[src/rtl/cbr_pkg.sv]
package cbr_pkg;

  typedef enum logic [2:0] {
    PH_IDLE = 3'd0,
    PH_LEAD = 3'd1,
    PH_BOTH = 3'd2,
    PH_TAIL = 3'd3,
    PH_PRE  = 3'd4
  } phase_t;

  // {ras_n, cas_n} driven in each phase
  function automatic logic [1:0] strobe_pair(input phase_t ph);
    case (ph)
      PH_LEAD: strobe_pair = 2'b10;
      PH_BOTH: strobe_pair = 2'b00;
      PH_TAIL: strobe_pair = 2'b01;
      default: strobe_pair = 2'b11;
    endcase
  endfunction

  // Phase order within one refresh cycle
  function automatic phase_t next_phase(input phase_t ph);
    case (ph)
      PH_LEAD: next_phase = PH_BOTH;
      PH_BOTH: next_phase = PH_TAIL;
      PH_TAIL: next_phase = PH_PRE;
      default: next_phase = PH_LEAD;
    endcase
  endfunction

  // Loaded count to number of refresh cycles; zero wraps to 2^w
  function automatic int unsigned cycles_in_burst(input int unsigned len,
                                                  input int unsigned w);
    cycles_in_burst = (len == 0) ? (32'd1 << w) : len;
  endfunction

  function automatic int unsigned max4(input int unsigned a, input int unsigned b,
                                       input int unsigned c, input int unsigned d);
    int unsigned m;
    m = a;
    if (b > m) m = b;
    if (c > m) m = c;
    if (d > m) m = d;
    max4 = m;
  endfunction

endpackage

[src/rtl/cbr_interval_timer.sv]
module cbr_interval_timer #(
  parameter int unsigned INTERVAL = 6250
) (
  input  logic clk,
  input  logic rst_n,
  input  logic en,
  output logic tick
);
  localparam int unsigned TW = (INTERVAL > 1) ? $clog2(INTERVAL) : 1;
  localparam logic [TW-1:0] LAST = TW'(INTERVAL - 1);

  logic [TW-1:0] cnt;
  logic at_last;

  assign at_last = (cnt == LAST);
  assign tick    = en && at_last;

  always_ff @(posedge clk or negedge rst_n) begin
    if (!rst_n)                cnt <= '0;
    else if (!en || at_last)   cnt <= '0;
    else                       cnt <= cnt + 1'b1;
  end

  generate
    if (INTERVAL > 1) begin : g_spacing
      AST_TICK_SPACED: assert property (@(posedge clk) disable iff (!rst_n)
        tick |=> !tick);
    end
  endgenerate

  AST_TICK_NEEDS_EN: assert property (@(posedge clk) disable iff (!rst_n)
    !en |=> (cnt == '0));

endmodule

[src/rtl/cbr_req_latch.sv]
module cbr_req_latch (
  input  logic clk,
  input  logic rst_n,
  input  logic due,
  input  logic req,
  input  logic take,
  output logic pend
);
  always_ff @(posedge clk or negedge rst_n) begin
    if (!rst_n) pend <= 1'b0;
    else        pend <= (pend && !take) || due || req;
  end

  AST_PEND_KEEP: assert property (@(posedge clk) disable iff (!rst_n)
    (pend && !take) |=> pend);

  AST_PEND_CAUSE: assert property (@(posedge clk) disable iff (!rst_n)
    $rose(pend) |-> $past(due || req));

endmodule

[src/rtl/cbr_cycle_seq.sv]
module cbr_cycle_seq
  import cbr_pkg::*;
#(
  parameter int unsigned CNT_W    = 8,
  parameter int unsigned LEAD_CYC = 1,
  parameter int unsigned BOTH_CYC = 2,
  parameter int unsigned TAIL_CYC = 1,
  parameter int unsigned PRE_CYC  = 2
) (
  input  logic             clk,
  input  logic             rst_n,
  input  logic             start,
  input  logic [CNT_W-1:0] burst_len,
  output logic             ras_n,
  output logic             cas_n,
  output logic             busy,
  output logic             done,
  output logic             idle
);
  localparam int unsigned PMAX  = max4(LEAD_CYC, BOTH_CYC, TAIL_CYC, PRE_CYC);
  localparam int unsigned PC_W  = $clog2(PMAX + 1);
  localparam int unsigned REM_W = CNT_W + 1;

  function automatic int unsigned dwell(input phase_t ph);
    case (ph)
      PH_LEAD: dwell = LEAD_CYC;
      PH_BOTH: dwell = BOTH_CYC;
      PH_TAIL: dwell = TAIL_CYC;
      PH_PRE:  dwell = PRE_CYC;
      default: dwell = 1;
    endcase
  endfunction

  phase_t           ph;
  logic [PC_W-1:0]  pc;
  logic [REM_W-1:0] rem;
  logic             phase_end;
  logic             last_cycle;
  logic             burst_end;

  assign phase_end  = (ph != PH_IDLE) && (pc == PC_W'(dwell(ph) - 1));
  assign last_cycle = (rem == REM_W'(1));
  assign burst_end  = phase_end && (ph == PH_PRE) && last_cycle;

  always_ff @(posedge clk or negedge rst_n) begin
    if (!rst_n) begin
      ph   <= PH_IDLE;
      pc   <= '0;
      rem  <= '0;
      done <= 1'b0;
    end else begin
      done <= burst_end;
      if (ph == PH_IDLE) begin
        if (start) begin
          ph  <= PH_LEAD;
          pc  <= '0;
          rem <= REM_W'(cycles_in_burst(32'(burst_len), CNT_W));
        end
      end else if (phase_end) begin
        pc <= '0;
        if (burst_end) begin
          ph <= PH_IDLE;
        end else begin
          ph <= next_phase(ph);
          if (ph == PH_PRE) rem <= rem - 1'b1;
        end
      end else begin
        pc <= pc + 1'b1;
      end
    end
  end

  assign {ras_n, cas_n} = strobe_pair(ph);
  assign busy = (ph != PH_IDLE);
  assign idle = (ph == PH_IDLE);

  AST_CAS_LEADS: assert property (@(posedge clk) disable iff (!rst_n)
    $fell(ras_n) |-> (!cas_n && !$past(cas_n)));

  AST_CAS_RISE_UNDER_RAS: assert property (@(posedge clk) disable iff (!rst_n)
    $rose(cas_n) |-> !ras_n);

  AST_PRECHARGE_BOTH_HIGH: assert property (@(posedge clk) disable iff (!rst_n)
    $rose(ras_n) |-> cas_n);

  AST_DONE_SINGLE: assert property (@(posedge clk) disable iff (!rst_n)
    done |=> !done);

  AST_DONE_AFTER_BUSY: assert property (@(posedge clk) disable iff (!rst_n)
    $rose(done) |-> $past(busy));

  AST_REM_LIVE: assert property (@(posedge clk) disable iff (!rst_n)
    busy |-> (rem != '0));

endmodule

[src/rtl/cbr_refresh_engine.sv]
module cbr_refresh_engine #(
  parameter int unsigned INTERVAL = 6250,
  parameter int unsigned CNT_W    = 8,
  parameter int unsigned LEAD_CYC = 1,
  parameter int unsigned BOTH_CYC = 2,
  parameter int unsigned TAIL_CYC = 1,
  parameter int unsigned PRE_CYC  = 2
) (
  input  logic             clk,
  input  logic             rst_n,
  input  logic             timer_en,
  input  logic             force_req,
  input  logic [CNT_W-1:0] burst_len,
  output logic             ras_n,
  output logic             cas_n,
  output logic             busy,
  output logic             done,
  output logic             refresh_due
);
  logic tick;
  logic seq_idle;
  logic take;

  cbr_interval_timer #(.INTERVAL(INTERVAL)) timer_i (
    .clk  (clk),
    .rst_n(rst_n),
    .en   (timer_en),
    .tick (tick)
  );

  cbr_req_latch latch_i (
    .clk  (clk),
    .rst_n(rst_n),
    .due  (tick),
    .req  (force_req),
    .take (take),
    .pend (refresh_due)
  );

  assign take = refresh_due && seq_idle;

  cbr_cycle_seq #(
    .CNT_W   (CNT_W),
    .LEAD_CYC(LEAD_CYC),
    .BOTH_CYC(BOTH_CYC),
    .TAIL_CYC(TAIL_CYC),
    .PRE_CYC (PRE_CYC)
  ) seq_i (
    .clk      (clk),
    .rst_n    (rst_n),
    .start    (take),
    .burst_len(burst_len),
    .ras_n    (ras_n),
    .cas_n    (cas_n),
    .busy     (busy),
    .done     (done),
    .idle     (seq_idle)
  );

  AST_IDLE_STROBES_HIGH: assert property (@(posedge clk) disable iff (!rst_n)
    (!busy && !$past(take)) |-> (ras_n && cas_n));

  AST_START_FROM_DUE: assert property (@(posedge clk) disable iff (!rst_n)
    $rose(busy) |-> $past(refresh_due));

endmodule

[config.mk]
export PLATFORM = sky130hd
export DESIGN_NAME = cbr_refresh_engine
export DESIGN_NICKNAME = d
export VERILOG_FILES = /design/src/rtl/cbr_pkg.sv /design/src/rtl/cbr_interval_timer.sv /design/src/rtl/cbr_req_latch.sv /design/src/rtl/cbr_cycle_seq.sv /design/src/rtl/cbr_refresh_engine.sv
export SDC_FILE = /design/constraint.sdc
export NUM_CORES = 1
export LEC_CHECK = 0
export BUFFER_PORTS_ARGS = -buffer_cell sky130_fd_sc_hd__buf_2
export CORE_ASPECT_RATIO = 1.4
export CORE_MARGIN = 2
export CORE_UTILIZATION = 45
export DETAILED_ROUTE_END_ITERATION = 10
export PLACE_DENSITY = 0.72
export SLEW_MARGIN = 15
export SYNTH_ARGS = -nofsm -noshare
export SYNTH_HDL_FRONTEND = slang
export SYNTH_SLANG_ARGS = --single-unit
[constraint.sdc]
create_clock -name clk -period 5.3 [get_ports clk]
set_input_delay 1.06 -clock clk [delete_from_list [all_inputs] [get_ports clk]]
set_output_delay 1.06 -clock clk [all_outputs]
set_load 0.005 [all_outputs]
-- Word level (Yosys, flattened, before mapping)
Cells that the tools add are included.
- output and inout bits: 5
- bits in registers: 29
- input bits: 12
- word-level logic and storage cells: 55
- equality and inequality tests: 9
- $add $sub $neg: 4
- multiplexer cells: 17
- reduce and logical (&&, ||, !) cells: 19
- operator list (cell ; number):
    9-bit 2-to-1 mux ; 6
    13-bit by 1-bit adder with 13-bit output (second input constant) ; 1
    13-bit == test (second input constant) ; 1
    13-bit 2-to-1 mux ; 1
    3-bit 2-to-1 mux ; 4
    9-bit by 1-bit == test with 1-bit output (second input constant) ; 1
    3-bit one-hot mux with 3 select lines ; 1
    9-bit by 1-bit subtractor with 9-bit output (second input constant) ; 1
    8-bit logical NOT ; 1
    2-bit 2-to-1 mux ; 4
    3-bit by 2-bit == test with 1-bit output (second input constant) ; 2
    1-bit logical AND ; 6
    2-bit one-hot mux with 3 select lines ; 1
    4-bit AND reduction ; 1
    2-bit nonzero test ; 2
    3-bit by 1-bit == test with 1-bit output (second input constant) ; 1
    3-bit == test (second input constant) ; 1
    3-bit logical NOT ; 1
    1-bit logical OR ; 3
    3-bit nonzero test ; 1
    2-bit by 1-bit adder with 2-bit output (second input constant) ; 1
    2-bit == test ; 1
    1-bit logical NOT ; 2
    2-bit by 1-bit inequality test with 1-bit output (second input constant) ; 1
    other kinds (4) ; 4

-- Logic depth before layout (Yosys ltp)
- word-level depth: 11
- mapped depth: 8
- mapped depth without buffers: 7

-- Modules after synthesis
Synthesis repeated with hierarchy kept, for this count alone.
- cells, all modules: 201
- area, all modules: 1808.0 µm²
- modules (own cells, without submodules) (module ; times used ; cells an instance ; area an instance (µm²) ; seq. area each (µm²)):
    cbr_cycle_seq ; 1 ; 126 ; 1081.0 ; 375.4
    cbr_interval_timer ; 1 ; 70 ; 683.2 ; 325.3
    cbr_req_latch ; 1 ; 4 ; 37.5 ; 25.0
    cbr_refresh_engine ; 1 ; 1 ; 6.3 ; 0.0

-- Worst setup path after synthesis
Ideal clock, no wire load.
- kind: flip-flop to output port
- from: register seq_i.ph[0]
- to: output busy
- buffers on the path: 1
- stages on the path, launching flop included: 4
- path slack: 3.268 ns
- data required time: 4.240 ns
- arrival time: 0.972 ns
- cells stage by stage: dfrtp_1 clkbuf_1 nor3_1 inv_1
- longest elaborated chain between the ends: 1
- RTL lines (item ; RTL line ; source):
    start: declaration ; cbr_cycle_seq.sv:34 ; phase_t ph;
    start signal: assignment ; cbr_cycle_seq.sv:64 ; ph <= next_phase(ph);
    3-bit nonzero test ; cbr_cycle_seq.sv:74 ; assign busy = (ph != PH_IDLE);
    end: declaration ; cbr_refresh_engine.sv:16 ; output logic busy,
Every way passes these cells.

-- Worst setup path in the final report
- from: register seq_i.ph[1]
- to: output busy
Same word-level chain as after synthesis.

==> summary by stage <==
Critical path
The most critical setup path has its endpoint at busy. Data on the critical path arrives at its endpoint at 2.30 ns. Data on the critical path is required at its endpoint by roughly 4.2 ns.

STA classifies the critical path endpoint as an output port. The type of element launching the critical path is a flop. Setup slack on the worst reg-to-reg path comes out at around 3 ns.

The type of the setup path with the least slack is flop to output port. The end of the worst register-to-register path is seq_i.rem[7]$_DFFE_PN0P_. The timing startpoint of the critical path is seq_i.ph[1]$_DFFE_PN0P_. Of all nets on the critical path, the largest fanout is 21.

The number of cell instances on the worst register-to-register path is 5. The startpoint of the worst register-to-register path is seq_i.ph[1]$_DFFE_PN0P_.

STA
Derived from the worst setup path, the maximum achievable clock frequency is approximately 300 MHz. In this run the tightest slew margin relative to its limit is 0.2557. The count of endpoints failing hold in the final timing report came to 0. For the finished layout, the period the worst path requires is 3.364 ns.

The count of final setup violators is 0. The number of pins with negative max-slew slack in the final report is 0. Adding up every negative setup slack in the final design gives 0 ns.

Setup repair after global routing left no endpoint under its margin. Of the available clock period, the critical path in the final layout requires 0.6347. The transition at the pin with the smallest max-transition slack is 1.110 ns. For the final database, setup skew stands at 0.01225 ns.

Status
The flow ran to the end, and the final reports show no timing, DRC or antenna violations.

Drt
Before antenna repair, the detailed router went through 4 iterations. For this run, design rule violations remaining after detail routing come to 0. The routed layout has 1381 vias. The vias per cell is 5.569. The number of design-rule violations left by the first detailed-router iteration is 58.

The detail route stage leaves a number of antenna-violating nets equal to 0. The per-cell routed wire length is 13.39 um. The final wirelength is 3320 um.

Finish
The sequential cell area in the final layout is 725.7 um2. For this run, the post-layout net count is between 200 and 250. Relative to the synthesized area, the layout overhead comes to 13.89%.

The total area of multi-input combinational cells is 872.1 um2. The number of fill cells is 328. The share of cells above drive strength 1 is 0.1408.

The count of antenna diodes in the layout is 0.

Yosys
The synthesis warning total is 0. The average size of a mapped cell is about 9 um2. The register bit total from synthesis is 29. The share of the Yosys chip area taken by registers is 0.4354.

The netlist area before placement is 0.001667 mm2. The dominant synthesized flop cell is sky130_fd_sc_hd__dfrtp_1. The number of synthesized flops with an enable pin is 0. The number of cells produced by synthesis is 190.

Of all flip-flops after synthesis, the portion carrying an async set or reset was 1.000. Counting every net in the synthesized netlist gives 206. The count of unique library cells instantiated by Yosys is 39.

Pwr
Total power for the finished layout comes to between 0.0009 and 0.001 W. The maximum vdd drop is around 0.00028 V. Power spread over the standard cell area amounts to between 500 and 600 mW/mm2. In this run the static leakage power is 0.7957 nW.

Place
The number of I/O port buffers is 16. At the end of routability-driven placement, the weighted congestion stood at 0.8139. Detailed placement finished with a half-perimeter wire length of 2341 um.

Floorplanning
The core region is approximately 0.0036 mm2. The die area is 0.004213 mm2. The count of pins on the block boundary is 17. The initial standard-cell utilization of the core is 0.4615. The die is 55.44 um wide. The die height is 76.01 um. The number of cell rows is 26.

Clock tree
The number of hold buffers added after CTS was 0. After clock tree synthesis, the clock-pin slew on the worst setup and hold paths is 0.07 ns. In this run the number of H-tree levels came out at 2. In this run, post-CTS repair resized a total of 0 instances.

The TritonCTS clock tree is yes. For the worst-skew pair, the clock arrives at the later sink with an insertion delay of 0.29 ns. The post-CTS setup buffer count is 0. The worst-case clock buffer depth is 2. The cell sitting at the root of the clock tree is a sky130_fd_sc_hd__clkbuf_8. For this design, the sink count on the clock tree is 29. Buffers inserted during clock tree synthesis total 5.

GRT
The global-route wire length before repair is 5947 um. Across every metal layer, demand over resource in global routing totals 0.1760. Entering global routing, the biggest net connects 30 pins.

The leftover overflow at the end of global routing is 0. The via count of the first global-routing pass is approximately 1.4k. The initial antenna violation count is 0.

Min path
The tightest min-delay check is of the flop to flop type.

Flow run
The number of maximum-capacitance violations is 0.
-- cell usage after synthesis, types with 2 or more instances --
cell | instances | area share
sky130_fd_sc_hd__a21oi_1 | 11 | 0.033
sky130_fd_sc_hd__a22oi_1 | 2 | 0.0090
sky130_fd_sc_hd__and3_1 | 3 | 0.011
sky130_fd_sc_hd__buf_2 | 2 | 0.0060
sky130_fd_sc_hd__clkbuf_1 | 4 | 0.0090
sky130_fd_sc_hd__dfrtp_1 | 29 | 0.44
sky130_fd_sc_hd__ha_1 | 4 | 0.030
sky130_fd_sc_hd__inv_1 | 7 | 0.016
sky130_fd_sc_hd__mux2i_1 | 2 | 0.012
sky130_fd_sc_hd__nand2_1 | 6 | 0.014
sky130_fd_sc_hd__nand2b_1 | 3 | 0.011
sky130_fd_sc_hd__nand3_1 | 6 | 0.018
sky130_fd_sc_hd__nand3b_1 | 2 | 0.0090
sky130_fd_sc_hd__nand4_1 | 5 | 0.019
sky130_fd_sc_hd__nor2_1 | 30 | 0.068
sky130_fd_sc_hd__nor2b_1 | 5 | 0.019
sky130_fd_sc_hd__nor3_1 | 7 | 0.021
sky130_fd_sc_hd__nor3b_1 | 2 | 0.0090
sky130_fd_sc_hd__nor4_1 | 4 | 0.015
sky130_fd_sc_hd__o21ai_0 | 24 | 0.072
sky130_fd_sc_hd__o31ai_1 | 2 | 0.0090
sky130_fd_sc_hd__xnor2_1 | 8 | 0.042
sky130_fd_sc_hd__xor2_1 | 6 | 0.032
-- per-layer routing --
| metal | track usage | vias to the layer above | share of wire |
|---|---|---|---|
| met5 | 0 | - | 0 |
| met4 | 0.09756 | 0 | 0.029 |
| met3 | 0.04244 | 12 | 0.033 |
| met2 | 0.2976 | 21 | 0.51 |
| met1 | 0.2004 | 650 | 0.43 |
| li1 | - | 698 | - |
-- flip-flops by register name (all words and copies together), names as in the netlist --
name          cells
seq_i.done        1
seq_i.ph          3
seq_i.pc          2
seq_i.rem         9
timer_i.cnt      13
latch_i.pend      1
-- power by group --
group	internal [W]	switching, W
combinational	0.000156	0.000181
sequential	0.000277	0.000100
clock	0.000187	0.0000942
-- cell usage in the layout (no fill, tap or decap), types with 2 or more instances in the layout --
master / synthesis / routed
sky130_fd_sc_hd__nor2_1: 30 / 30
sky130_fd_sc_hd__dfrtp_1: 29 / 29
sky130_fd_sc_hd__o21ai_0: 24 / 24
sky130_fd_sc_hd__buf_2: 2 / 16
sky130_fd_sc_hd__a21oi_1: 11 / 11
sky130_fd_sc_hd__xnor2_1: 8 / 8
sky130_fd_sc_hd__inv_1: 7 / 7
sky130_fd_sc_hd__nor3_1: 7 / 6
sky130_fd_sc_hd__nand2_1: 6 / 6
sky130_fd_sc_hd__nand3_1: 6 / 6
sky130_fd_sc_hd__xor2_1: 6 / 6
sky130_fd_sc_hd__nor2b_1: 5 / 5
sky130_fd_sc_hd__nand4_1: 5 / 5
sky130_fd_sc_hd__clkbuf_8: 0 / 5
sky130_fd_sc_hd__nor4_1: 4 / 4
sky130_fd_sc_hd__ha_1: 4 / 4
sky130_fd_sc_hd__nand2b_1: 3 / 3
sky130_fd_sc_hd__and3_1: 3 / 3
sky130_fd_sc_hd__o31ai_1: 2 / 2
sky130_fd_sc_hd__nand3b_1: 2 / 2
sky130_fd_sc_hd__a22oi_1: 2 / 2
sky130_fd_sc_hd__nor3b_1: 2 / 2
sky130_fd_sc_hd__mux2i_1: 2 / 2
sky130_fd_sc_hd__bufinv_16: 0 / 2
-- critical path: stages, from the launching register on --
cell and delay (ns):
sky130_fd_sc_hd__dfrtp_1 0.52, sky130_fd_sc_hd__nor3_2 0.94, sky130_fd_sc_hd__inv_1 0.32, sky130_fd_sc_hd__buf_2 0.23
-- cells by family (layout without fill, tap and decap cells) --
group | Yosys count | after routing | share of synthesized area
xor+xnor | 14 | 14 | 0.07358
compound gates | 45 | 45 | 0.1494
mux | 2 | 2 | 0.01201
simple gates | 80 | 80 | 0.2553
flops | 29 | 29 | 0.4354
fa+ha+maj | 4 | 4 | 0.03003
buf+inv | 16 | 32 | 0.04429
-- worst min path at each step --
stage                                  start                  endpoint  slack [ns]  cells past startpoint
global placement    timer_i.cnt[0]$_DFF_PN0_  timer_i.cnt[0]$_DFF_PN0_        0.50                      1
floorplan           timer_i.cnt[0]$_DFF_PN0_  timer_i.cnt[0]$_DFF_PN0_        0.48                      1
detailed placement  timer_i.cnt[0]$_DFF_PN0_  timer_i.cnt[0]$_DFF_PN0_        0.51                      1
CTS                 timer_i.cnt[0]$_DFF_PN0_  timer_i.cnt[0]$_DFF_PN0_        0.51                      1
global route        timer_i.cnt[0]$_DFF_PN0_  timer_i.cnt[0]$_DFF_PN0_        0.54                      1
finish              timer_i.cnt[0]$_DFF_PN0_  timer_i.cnt[0]$_DFF_PN0_        0.51                      1
-- area by class of cell --
class                   instances  share of cell area
clock buffers                   5             0.03626
clock inverters                 3             0.03428
inverters                       7             0.01384
multi-input cells             145              0.4595
flip-flops and latches         29              0.3823
well taps                      42             0.02769
repair buffers                 17             0.04614
-- per-stage QoR --
step | instance area (um2) | utilization | instances | hold slack (ns) | setup WS (ns)
after global routing | 1898 | 0.5256 | 248 | 0.5367 | 1.714
after CTS | 1898 | 0.5256 | 248 | 0.5136 | 1.945
final | 1898 | 0.5256 | 248 | 0.5129 | 1.936
after global placement | 1764 | 0.4886 | 240 | 0.4982 | 2.316
after floorplan | 1667 | - | 190 | 0.4791 | 3.268
after detailed placement | 1764 | 0.4886 | 240 | 0.5054 | 2.246
Power figures use the tool's default switching activity.
